<file path="config.mk">
export PLATFORM = sky130hd
export DESIGN_NAME = burst_seq
export DESIGN_NICKNAME = d
export VERILOG_FILES = /design/src/rtl/bseq_pkg.sv /design/src/rtl/bseq_cmd_decode.sv /design/src/rtl/bseq_fsm.sv /design/src/rtl/bseq_burst_ctr.sv /design/src/rtl/burst_seq.sv
export SDC_FILE = /design/constraint.sdc
export NUM_CORES = 1
export LEC_CHECK = 0
export ABC_AREA = 0
export BUFFER_PORTS_ARGS = -buffer_cell sky130_fd_sc_hd__buf_2
export CAP_MARGIN = 20
export CORE_AREA = 2 2 39 41
export CTS_CLUSTER_DIAMETER = 100
export CTS_CLUSTER_SIZE = 14
export DETAILED_ROUTE_END_ITERATION = 16
export DIE_AREA = 0 0 41 43
export RECOVER_POWER = 100
export REMOVE_ABC_BUFFERS = 1
export SYNTH_ARGS = -nofsm -noshare
export SYNTH_HDL_FRONTEND = slang
export SYNTH_SLANG_ARGS = --single-unit
export TNS_END_PERCENT = 20
</file>
<file path="constraint.sdc">
create_clock -name clk -period 1.2 [get_ports clk]
set_clock_uncertainty 0.2 [all_clocks]
set_input_delay 0 -clock clk [delete_from_list [all_inputs] [get_ports clk]]
set_output_delay 0 -clock clk [all_outputs]
set_load 0.005 [all_outputs]
</file>
<file path="src/rtl/bseq_pkg.sv">
package bseq_pkg;

    typedef enum logic [2:0] {
        ST_IDLE     = 3'd0,
        ST_RD_NEW   = 3'd1,
        ST_WR_NEW   = 3'd2,
        ST_RD_BURST = 3'd3,
        ST_WR_BURST = 3'd4
    } bseq_state_e;

    typedef enum logic [1:0] {
        CMD_DESEL = 2'd0,
        CMD_READ  = 2'd1,
        CMD_WRITE = 2'd2,
        CMD_CONT  = 2'd3
    } bseq_cmd_e;

endpackage

</file>
<file path="src/rtl/bseq_cmd_decode.sv">
module bseq_cmd_decode
    import bseq_pkg::*;
(
    input  logic      adv_ld,
    input  logic      we_n,
    input  logic      sel,
    output bseq_cmd_e cmd
);

    // A continue ignores select and write; a load honours them.
    always_comb begin
        if (adv_ld)
            cmd = CMD_CONT;
        else if (!sel)
            cmd = CMD_DESEL;
        else if (!we_n)
            cmd = CMD_WRITE;
        else
            cmd = CMD_READ;
    end

endmodule

</file>
<file path="src/rtl/bseq_fsm.sv">
module bseq_fsm
    import bseq_pkg::*;
(
    input  logic        clk,
    input  logic        rst_n,
    input  logic        step,
    input  bseq_cmd_e   cmd,
    output bseq_state_e state_q
);

    bseq_state_e state_d;

    always_comb begin
        state_d = state_q;
        unique case (cmd)
            CMD_DESEL: state_d = ST_IDLE;
            CMD_READ:  state_d = ST_RD_NEW;
            CMD_WRITE: state_d = ST_WR_NEW;
            CMD_CONT: begin
                unique case (state_q)
                    ST_RD_NEW, ST_RD_BURST: state_d = ST_RD_BURST;
                    ST_WR_NEW, ST_WR_BURST: state_d = ST_WR_BURST;
                    default:                state_d = ST_IDLE;
                endcase
            end
            default:   state_d = ST_IDLE;
        endcase
    end

    always_ff @(posedge clk or negedge rst_n) begin
        if (!rst_n)
            state_q <= ST_IDLE;
        else if (step)
            state_q <= state_d;
    end

    AST_FREEZE_STATE: assert property (@(posedge clk) disable iff (!rst_n)
        !step |=> $stable(state_q));
    AST_LOAD_WRITE: assert property (@(posedge clk) disable iff (!rst_n)
        (step && cmd == CMD_WRITE) |=> state_q == ST_WR_NEW);
    AST_IDLE_STAYS: assert property (@(posedge clk) disable iff (!rst_n)
        (step && cmd == CMD_CONT && state_q == ST_IDLE) |=> state_q == ST_IDLE);
    AST_WRITE_EXTENDS: assert property (@(posedge clk) disable iff (!rst_n)
        (step && cmd == CMD_CONT && (state_q == ST_WR_NEW || state_q == ST_WR_BURST))
        |=> state_q == ST_WR_BURST);

endmodule

</file>
<file path="src/rtl/bseq_burst_ctr.sv">
module bseq_burst_ctr #(
    parameter int CNT_W = 2
) (
    input  logic             clk,
    input  logic             rst_n,
    input  logic             step,
    input  logic             load,
    input  logic             lin_n,
    input  logic [CNT_W-1:0] ext_lo,
    output logic [CNT_W-1:0] addr_eff
);

    localparam logic [CNT_W-1:0] ONE = CNT_W'(1);

    logic [CNT_W-1:0] start_q;
    logic [CNT_W-1:0] cnt_q;

    always_ff @(posedge clk or negedge rst_n) begin
        if (!rst_n) begin
            start_q <= '0;
            cnt_q   <= '0;
        end else if (step) begin
            if (load) begin
                start_q <= ext_lo;
                cnt_q   <= '0;
            end else begin
                cnt_q   <= cnt_q + ONE;
            end
        end
    end

    // Order is a static strap, so it is applied after the registers.
    always_comb begin
        if (lin_n)
            addr_eff = start_q ^ cnt_q;
        else
            addr_eff = start_q + cnt_q;
    end

    AST_COUNT_STEP: assert property (@(posedge clk) disable iff (!rst_n)
        (step && !load) |=> cnt_q == CNT_W'($past(cnt_q) + ONE));
    AST_COUNT_FREEZE: assert property (@(posedge clk) disable iff (!rst_n)
        !step |=> ($stable(cnt_q) && $stable(start_q)));

endmodule

</file>
<file path="src/rtl/burst_seq.sv">
module burst_seq
    import bseq_pkg::*;
#(
    parameter int CNT_W = 2
) (
    input  logic             clk,
    input  logic             rst_n,
    input  logic             clk_en_n,
    input  logic             adv_ld,
    input  logic             we_n,
    input  logic             sel,
    input  logic             lin_n,
    input  logic [CNT_W-1:0] ext_addr_lo,
    output logic [2:0]       state,
    output logic [CNT_W-1:0] addr_lo,
    output logic             acc_valid
);

    localparam int ST_W = $bits(bseq_state_e);

    logic        step;
    bseq_cmd_e   cmd;
    bseq_state_e st;

    assign step = !clk_en_n;

    bseq_cmd_decode u_dec (
        .adv_ld (adv_ld),
        .we_n   (we_n),
        .sel    (sel),
        .cmd    (cmd)
    );

    bseq_fsm u_fsm (
        .clk     (clk),
        .rst_n   (rst_n),
        .step    (step),
        .cmd     (cmd),
        .state_q (st)
    );

    bseq_burst_ctr #(.CNT_W(CNT_W)) u_ctr (
        .clk      (clk),
        .rst_n    (rst_n),
        .step     (step),
        .load     (!adv_ld),
        .lin_n    (lin_n),
        .ext_lo   (ext_addr_lo),
        .addr_eff (addr_lo)
    );

    always_comb begin
        state     = ST_W'(st);
        acc_valid = (st != ST_IDLE);
    end

    AST_LOAD_ADDR: assert property (@(posedge clk) disable iff (!rst_n)
        (step && !adv_ld) |=> addr_lo == $past(ext_addr_lo));
    AST_DROP_INVALID: assert property (@(posedge clk) disable iff (!rst_n)
        (step && !adv_ld && !sel) |=> !acc_valid);
    AST_READ_VALID: assert property (@(posedge clk) disable iff (!rst_n)
        (step && !adv_ld && sel && we_n) |=> (acc_valid && state == 3'd1));

endmodule

</file>
# Word-level counts from Yosys, hierarchy flattened
# Cells that the tools add are included.
[totals]
regBits = 7
out_inout_bits = 6
[op_classes]
n_addsub = 2
bitwise_logic = 3
eq_ne = 7
n_reduce_logical = 5
mux = 7
[op_table]
columns = ["operator", "n"]
rows = [
  ["$pmux 3 s4", 1],
  ["$mux 2", 5],
  ["$eq 3x2->1 const B", 2],
  ["$pmux 3 s2", 1],
  ["$eq 2x2->1 const B", 2],
  ["$reduce_or 2->1", 2],
  ["$eq 3x1->1 const B", 1],
  ["$eq 3x3->1 const B", 1],
  ["$reduce_bool 3->1", 1],
  ["$add 2x1->2 const B", 1],
  ["$add 2x2->2", 1],
  ["$eq 2x1->1 const B", 1],
  ["$logic_not 2->1", 1],
  ["$not 1->1", 2],
  ["$reduce_and 2->1", 1],
  ["$xor 2x2->2", 1],
]

# Longest topological paths before layout
# Gate-level depths: netlist (run 1).
[logic_depth]
depth_word = 5
mapped_depth = 4

# By module
# A second synthesis (run 1) with hierarchy kept.
[hier_totals]
hier_cells = 39
hier_area_um2 = 387.9
[modules_own_cells]
columns = ["mod", "cells_each", "seq_area_each_um2", "n_inst", "area_each_um2"]
rows = [
  ["bseq_burst_ctr", 17, 100.1, 1, 209.0],
  ["bseq_fsm", 16, 75.1, 1, 145.1],
  ["bseq_cmd_decode", 3, 0.0, 1, 20.0],
  ["burst_seq", 3, 0.0, 1, 13.8],
]

# Least setup slack after synthesis (run 1)
# OpenSTA, ideal clock, no wires.
[synth_path]
path_kind = "reg2reg"
from = "register u_fsm.state_q[0]"
to = "register u_fsm.state_q[1]"
arrival_time_ns = 0.790
path_stages_with_launch = 4
path_buffers = 0
setup_slack_ns = 0.084
period_less_slack_ns = 1.116
cell_sequence = "dfrtp_1 -> inv_1 -> nor2_1 -> a221o_1"
[synth_via]
elab_chain_cells = 4
[synth_rtl]
columns = ["item", "line_no", "source"]
rows = [
  ["from (decl)", "bseq_fsm.sv:8", "output bseq_state_e state_q"],
  ["from (signal assigned)", "bseq_fsm.sv:34", "state_q <= state_d;"],
  ["$eq 3x2->1, or another cell as far along", "bseq_fsm.sv:20", "unique case (state_q)"],
  ["$reduce_or 2->1", "bseq_fsm.sv:20", ""],
  ["$pmux 3 s2 *", "bseq_fsm.sv:20", ""],
  ["$pmux 3 s4 *", "bseq_fsm.sv:15", "unique case (cmd)"],
]
# Every way passes the cells marked *; elsewhere a longest branch is shown, timed or not.
# A chain may end at the register's enable or synchronous reset.

# Worst setup path in the final report (run 1)
[layout_path]
from = "register u_ctr.cnt_q[0]"
to = "output port addr_lo[1]"
[layout_via]
elab_chain_cells = 2
[layout_rtl]
columns = ["item", "line_no", "source"]
rows = [
  ["from (decl)", "bseq_burst_ctr.sv:16", "logic [CNT_W-1:0] cnt_q;"],
  ["from (signal assigned)", "bseq_burst_ctr.sv:27", "cnt_q <= cnt_q + ONE;"],
  ["$add 2x2->2", "bseq_burst_ctr.sv:37", "addr_eff = start_q + cnt_q;"],
  ["$mux 2", "bseq_burst_ctr.sv:34", "if (lin_n)"],
  ["to (decl)", "burst_seq.sv:15", "output logic [CNT_W-1:0] addr_lo,"],
]
# No other way between the ends.

==> results of run 1 <==
-- synth_stat cells, drive strengths merged --
| master | instances |
|---|---|
| nand3 | 2 |
| clkbuf | 1 |
| a32o | 1 |
| o211ai | 1 |
| ha | 1 |
| nand2b | 2 |
| xnor2 | 2 |
| mux2 | 2 |
| or3 | 1 |
| buf | 1 |
| mux2i | 1 |
| o21ai | 2 |
| nor4b | 1 |
| a221o | 1 |
| nor2b | 2 |
| nand2 | 3 |
| nor2 | 3 |
| dfrtp | 7 |
| inv | 2 |
-- kinds of logic (layout without fill, tap and decap cells) --
| kind of cell | Yosys count | in the layout | synth area share [%] |
|---|---|---|---|
| and+or+nand+nor | 14 | 14 | 20.7 |
| buffers and inverters | 4 | 35 | 5.82 |
| muxes | 3 | 3 | 10.4 |
| xor gates and xnor gates | 2 | 2 | 4.53 |
| AOI/OAI and AO/OA | 5 | 5 | 10.0 |
| DFF | 7 | 7 | 45.3 |
| adders and majority gates | 1 | 1 | 3.24 |
-- metrics by stage --
step                      TNS, ns  instances
after global routing       -0.666         83
after CTS                  -0.862         81
after floorplan                 0         34
final                      -0.395         83
after detailed placement        0         64
after global placement          0         64
-- routing by layer --
layer	global-route usage [%]	wire [um]	vias up
met1	17.3	381	187
li1	-	-	186
met4	16.0	23	0
met3	3.14	42	2
met2	19.7	522	16
met5	0	0	-
-- power breakdown --
group          internal (mW)  switching (mW)  leakage (nW)
registers              0.273          0.0382        0.0888
logic                  0.165          0.0952         0.222
clock network          0.122          0.0995        0.0177
-- state kept, by name (all words and copies together), names as in the netlist --
signal	flops
u_fsm.state_q	3
u_ctr.cnt_q	2
u_ctr.start_q	2
-- final cells by class --
cell class	instances	area (um^2)	share of cell area, %
Timing Repair Buffer	29	213	33.4
Multi-Input combinational cell	25	194	30.5
Sequential cell	7	175	27.5
Clock buffer	3	22.5	3.54
Tap cell	16	20.0	3.14
Inverter	2	7.51	1.18
Clock inverter	1	5.00	0.786
-- repair_timing --
action / in CTS / in global routing
pin swaps: 1 / 1
setup endpoints to repair: 3 / 14
buffers inserted: 2 / 2
gates resized for setup: 1 / 7
hold endpoints to repair: 14 / 0
hold buffers: 11 / 0
-- final timing paths --
| path | start | to |
|---|---|---|
| setup reg to reg | u_ctr.cnt_q[0]$_DFFE_PN0N_ | u_ctr.cnt_q[1]$_DFFE_PN0N_ |
| setup / recovery | u_ctr.cnt_q[0]$_DFFE_PN0N_ | addr_lo[1] |
| hold / removal | rst_n | u_ctr.cnt_q[1]$_DFFE_PN0N_ |
| hold reg to reg | u_ctr.start_q[1]$_DFFE_PN0P_ | u_ctr.start_q[1]$_DFFE_PN0P_ |
| min in group clk | lin_n | addr_lo[1] |
| max in group asynchronous | rst_n | u_fsm.state_q[0]$_DFFE_PN0N_ |
-- worst max-delay path, delay by kind of cell, from the launching register on --
family                     cells  cell delay [ns]
DFF                            1             0.38
adders and majority gates      1             0.17
and+or+nand+nor                1             0.13
buffers and inverters          1             0.12
xor gates and xnor gates       1             0.11
==> results.md, run 1 <==
Die:
- The floorplan step set the die width to around 41 um.
- After floorplanning, the core was sized to cover 1380 um^2.
- The starting density of the core is approximately 28%.
- From bottom edge to top edge, the die measures between 40 and 50 um.
- In this run the count of I/O pins placed on the die edge is 15.
- The number of cell rows is 14.
- The die covers between 1500 and 2000 um^2.

Cells and area:
- The final core utilization is between 40 and 50%.
- The layout has roughly 130 filler cells.
- The commonest non-fill, non-tap cell in the layout is buf_2.
- The layout overhead on the synthesized area is 64.7%.
- The repair_antennas step left the layout with diodes totalling 0.
- The share of post-route cells with drive strength above 1 is around two fifths.
- In the layout the commonest cells are buf_2, dlygate4sd3_1, dfrtp_1.
- The final standard cell area without fillers is between 600 and 700 um^2.
- The count of nets after finishing is slightly below 80.

Timing:
- The shortest clock period the worst path allows after layout is between 1 and 1.5 ns.
- For this run, the top clock speed supported by timing is 728 MHz.
- The hold slack is 0.0538 ns.
- The final max-slew violation count is 0.
- The total count of hold-check failures in the final report is 0.
- Measured against its own limit, the worst slew margin works out to about 76%.
- Setup repair after global routing could not meet its margin everywhere.
- Across all setup checks in the final design, the least slack found is -0.173 ns.
- The period utilization is 114%.
- Setup violations remaining at the end of the flow were counted as 3.
- For the pin with the worst max-slew slack, the measured transition is ~0.36 ns.

Setup path:
- Along the worst path, the maximum fanout reaches 2.
- The critical path endpoint category is an output pin.
- At the worst endpoint, the arrival time is 1.17 ns.
- The required time of the critical path is 1.00 ns.
- For this run, the slowest stage of the critical path takes 0.38 ns.
- The standard cell with the maximum stage delay on the critical path is dfrtp_1.
- The signal on the critical path passes through ha_2 -> nor2b_1 -> xnor2_1 -> buf_2.
- The number of cells on the worst reg-to-reg path is 4.
- The register-to-register setup slack is approximately 0.01 ns.
- The startpoint-to-endpoint class of the critical path is flop to output pin.
- The startpoint class of the critical path is a flop.

Route:
- For this block, the initial DRC count from the detailed router was 16.
- The DRC violation count after routing is 0.
- After detailed routing, the number of vias per cell comes to roughly 4.7.
- The first-pass iteration count of the detailed router is 4.
- The remaining antenna violation count is 0.
- The via count of the routed design is between 300 and 400.
- The routed design has about 970 um of wire.
- The average wire per standard cell is about 12 um.

Clocking:
- TritonCTS created 3 clock buffers.
- At the later pin of the worst-skew pair, clock insertion delay measures around 0.26 ns.
- The deepest clock path buffer count is 2.
- The CTS tree is built.
- The maximum level of the CTS H-tree is 1.
- The clock sink count is 7.
- The master cell of the clock root buffer is clkbuf_4.
- Clock-pin slew was measured on the worst setup and hold paths at around 0.060 ns.

Outcome:
- The checks that failed: negative setup slack.
- The flow ran to the end, but the final reports show violations.

Logic synthesis:
- After synthesis, the cell types taking the most area are dfrtp_1, mux2_4, xnor2_1.
- For this run, the register share of the synthesized area comes to about 45%.
- The total standard cell area after synthesis is slightly below 400 um^2.
- The library cell with the largest summed area after synthesis is dfrtp_1.
- The area fraction of the dominant cell type after synthesis is 45.3%.
- The count of cell types in the netlist is 20.
- The post-synthesis register bit count is 7.
- The Yosys step of the flow raised 0 warnings.
- The mean area per synthesized cell is 10.7 um^2.
- Synthesis produced a netlist whose cell count is 36.

GRT:
- The largest net degree at the start of global routing is 9.
- The number of antenna violations at the first check in global routing is 0.
- For this run, the total global-route usage over all layers was measured as roughly 15%.
- The first global-routing pass estimated 1.59 mm of wire.
- The number of global-route vias before repair came to between 300 and 400.
- The total grt overflow is 0.

Power and ir drop:
- The leakage component of the power is roughly 0.33 nW.
- The power density over the cells is ~1200 nW/um^2.
- The maximum VDD drop is between 0.7 and 0.8 mV.
- The overall power consumption is roughly 800 uW.

Placed design:
- The setup slack at placement is around 0.03 ns.
- The instance area after placement is about 460 um^2.
- The final RePlAce weighted congestion is 0.722.
- The number of buffers added on ports is 14.
- Detailed placement ended at an HPWL of roughly 550 um.

Job:
- Max-cap violations in this run came to 0.

Hold path:
- The path class of the tightest hold or removal check is input port to asynchronous set/reset pin.
Note: power is estimated with default switching activity, not from simulation.
==> inputs of run 2 (changes only) <==
SKIP_CTS_REPAIR_TIMING = 1   (was default)
==> run 2 against run 1 <==
  * The run still ends with negative setup slack left
  * Cell count is 2.4% lower
  * Cell area is 0.59% lower
  * Non-clock buffer count is 2 lower
  * Sequential power is 3% higher
  * Power is 0.25% higher
  * Fmax is 2.9% lower
  * Count of clock-buffer cells in the layout stayed put
  * Critical endpoint unchanged
==> results.md, run 2 (synthesis gave the netlist of run 1 again) <==
Outcome:
- The run finished, with violations left.
- The final reports fail on negative setup slack.

Timing:
- Setup repair after global routing could not meet its margin everywhere.
- The worst slew margin relative to its limit is 80.2% (+4.4 points).
- The setup slack of the critical path after layout came to -0.214 ns (-0.0411 ns).
- The total count of hold-check failures in the final report is 0 (unchanged).
- The shortest clock period the worst path allows after layout is 1.41 ns (+0.0411 ns).
- The final max-slew violation count was 0 (unchanged).
- The total setup violations reported at the end of the flow is 6 (+3).
- The fmax is 707 MHz (-2.9%).
- The hold slack is 0.0671 ns (+0.0133 ns).
- The transition at the pin with the smallest max-transition slack is 0.293 ns (-0.0703 ns).
- The period utilization is 118% (+3.4 points).

Route:
- The DRC violation count after routing came to 0 (unchanged).
- The post-detailed-routing wire length is 961 um (-0.93%).
- The via density per instance is 4.64 (-1.5%).
- The average wire per standard cell was 11.9 um (+1.5%).
- The via count of the routed design is 376 (-3.8%).
- The first-pass iteration count of the detailed router came to 4 (unchanged).
- The count of routing violations after the opening detailed-route iteration is 6 (-10).
- The remaining antenna violation count came to 0 (unchanged).

GRT:
- The number of antenna violations at the first check in global routing is 0 (unchanged).
- The largest net degree at the start of global routing is 12 (+3).
- The total grt overflow is 0 (unchanged).
- The number of global-route vias before repair is 265 (-29%).
- The global-route wire length before repair is 1.14 mm (-28%).
- The global-route usage over all layers is 10.4% (-4.4 points).

Cells and area:
- The flip-flop count of the largest register, all copies and words added is 3 (unchanged).
- The count of placed standard cells in the final layout, fillers left out is 81 (-2.4%).
- The commonest non-fill, non-tap cell in the layout is dlygate4sd3_1.
- The number of antenna repair diodes was 0 (unchanged).
- In the layout the commonest cells are dlygate4sd3_1, buf_2, dfrtp_1.
- The share of post-route cells with drive strength above 1 is 36.9% (-4.9 points).
- In the final layout, the registers with the most flip-flops are u_fsm.state_q: 3 flops, u_ctr.cnt_q: 2 flops, u_ctr.start_q: 2 flops.
- Relative to the synthesized area, the layout overhead comes to 63.8%.
- The final standard cell area without fillers is 633 um^2 (-0.59%).
- The multi-input gate area in the final layout is 204 um^2 (+5.2%).
- The count of filler cells inserted in the layout is 123 (-3.1%).
- The register area is 175 um^2 (unchanged).
- The count of nets after finishing is 76 (-2.6%).
- The largest register by flop count is u_fsm.state_q.

Clocking:
- The clock sink count was 7 (unchanged).
- The maximum level of the CTS H-tree is 1 (unchanged).
- The insertion delay to the later sink of the worst-skew pair is 0.26 ns (about the same).
- The CTS tree is built.
- The clock-pin slew reported for the worst setup and hold paths after clock tree synthesis is 0.06 ns (about the same).
- The master cell of the clock root buffer is clkbuf_4.
- The number of buffers created by CTS is 3 (unchanged).
- The deepest clock path buffer count came to 2 (unchanged).

Placed design:
- The placed wire-length estimate came to 549 um (unchanged).
- The number of cells after detailed placement was 64 (unchanged).
- The number of buffers added on ports is 14 (unchanged).
- The instance area after placement is 462 um^2 (unchanged).
- The final RePlAce weighted congestion was 0.722 (unchanged).

Setup path:
- The last element of the critical path is addr_lo[1].
- Tracing the worst setup path back leads to its startpoint at u_ctr.cnt_q[0]$_DFFE_PN0N_.
- The largest fanout on the critical path is 4 (+2).
- The register-to-register setup slack is 0.04 ns (+0.03 ns).
- In this run the critical register-to-register path is launched from u_fsm.state_q[0]$_DFFE_PN0N_.
- The setup path with the least slack is of type flop to output pin.
- The data arrival time of the critical path was 1.21 ns (+0.04 ns).
- The startpoint class of the critical path is a flop.
- The worst reg2reg path depth is 3 (-1).
- The worst register-to-register path ends at u_fsm.state_q[1]$_DFFE_PN0N_.
- The critical path endpoint category is an output pin.
- The required time of the critical path is 1.00 ns (about the same).

Die:
- The number of cell rows came to 14 (unchanged).
- The die span in x is 41 um (unchanged).
- The core box area was 1380 um^2 (unchanged).
- The chip height is 43 um (unchanged).
- The count of pins on the block boundary is 15 (unchanged).
- The starting density of the core is 27.9% (unchanged).
- The die area is 1760 um^2 (unchanged).

Job:
- The number of maximum-capacitance constraint violations is 0 (unchanged).

Power and ir drop:
- The maximum VDD drop is 0.538 mV (-25%).
- The leakage component of the power is 0.297 nW (-9.4%).
- The overall power consumption is 795 uW (+0.25%).
- The power density over the cells was 1260 nW/um^2 (+0.84%).

Hold path:
- In this run the worst hold path is classified as input port to flop.
==> run 2: changes by cell type in the layout (fill, tap and decap cells not counted), sizes merged <==
cell and change:
dlygate4sd3 +4, clkbuf +1, dlymetal6s4s -2, clkdlybuf4s25 -1
buf -4
==> run 2: metal layers <==
layer  vias up  wire (um)  GRT usage (%)  part of all wire, %
met5         -          0              0                    0
met4         0          9           12.0                 0.94
met3         2         20           3.14                  2.1
met2         8        533           11.6                   55
met1       183        398           13.7                   41
li1        183          -              -                    -
==> run 2: power by group <==
group / switching (mW) / leakage, nW / internal, mW / total (mW)
logic: 0.0902 / 0.191 / 0.163 / 0.254
clock network: 0.100 / 0.0177 / 0.122 / 0.223
registers: 0.0458 / 0.0888 / 0.273 / 0.319
==> run 2: worst min path at each step <==
stage	startpoint	endpoint	slack [ns]	cells past startpoint
final	clk_en_n	u_fsm.state_q[1]$_DFFE_PN0N_	0.07	3
after global routing	clk_en_n	u_fsm.state_q[1]$_DFFE_PN0N_	0.09	3
after CTS	rst_n	u_fsm.state_q[2]$_DFFE_PN0N_	-0.65	1
after detailed placement	rst_n	u_fsm.state_q[0]$_DFFE_PN0N_	-0.36	1
after global placement	rst_n	u_fsm.state_q[1]$_DFFE_PN0N_	-0.36	1
after floorplan	rst_n	u_ctr.cnt_q[0]$_DFFE_PN0N_	-0.50	0
==> run 2: cell type report <==
| cell class | instances | area share [%] |
|---|---|---|
| Multi-Input combinational cell | 25 | 32.2 |
| Timing Repair Buffer | 27 | 31.4 |
| Sequential cell | 7 | 27.7 |
| Clock buffer | 3 | 3.56 |
| Tap cell | 16 | 3.16 |
| Inverter | 2 | 1.19 |
| Clock inverter | 1 | 0.791 |
==> run 2: critical path: stages, from the launching register on <==
cell     delay (ns)
dfrtp_1        0.43
ha_4           0.17
nor2b_4        0.11
xnor2_1        0.12
buf_2          0.12
==> run 2: through the flow <==
step                util, %  setup TNS, ns  setup slack [ns]
finish                 45.8         -0.744            -0.214
global route           45.8         -0.975            -0.291
CTS                    35.4         -0.562            -0.259
detailed placement     33.4              0            0.0301
global placement       33.4              0            0.0618
floorplan                 -              0            0.0843
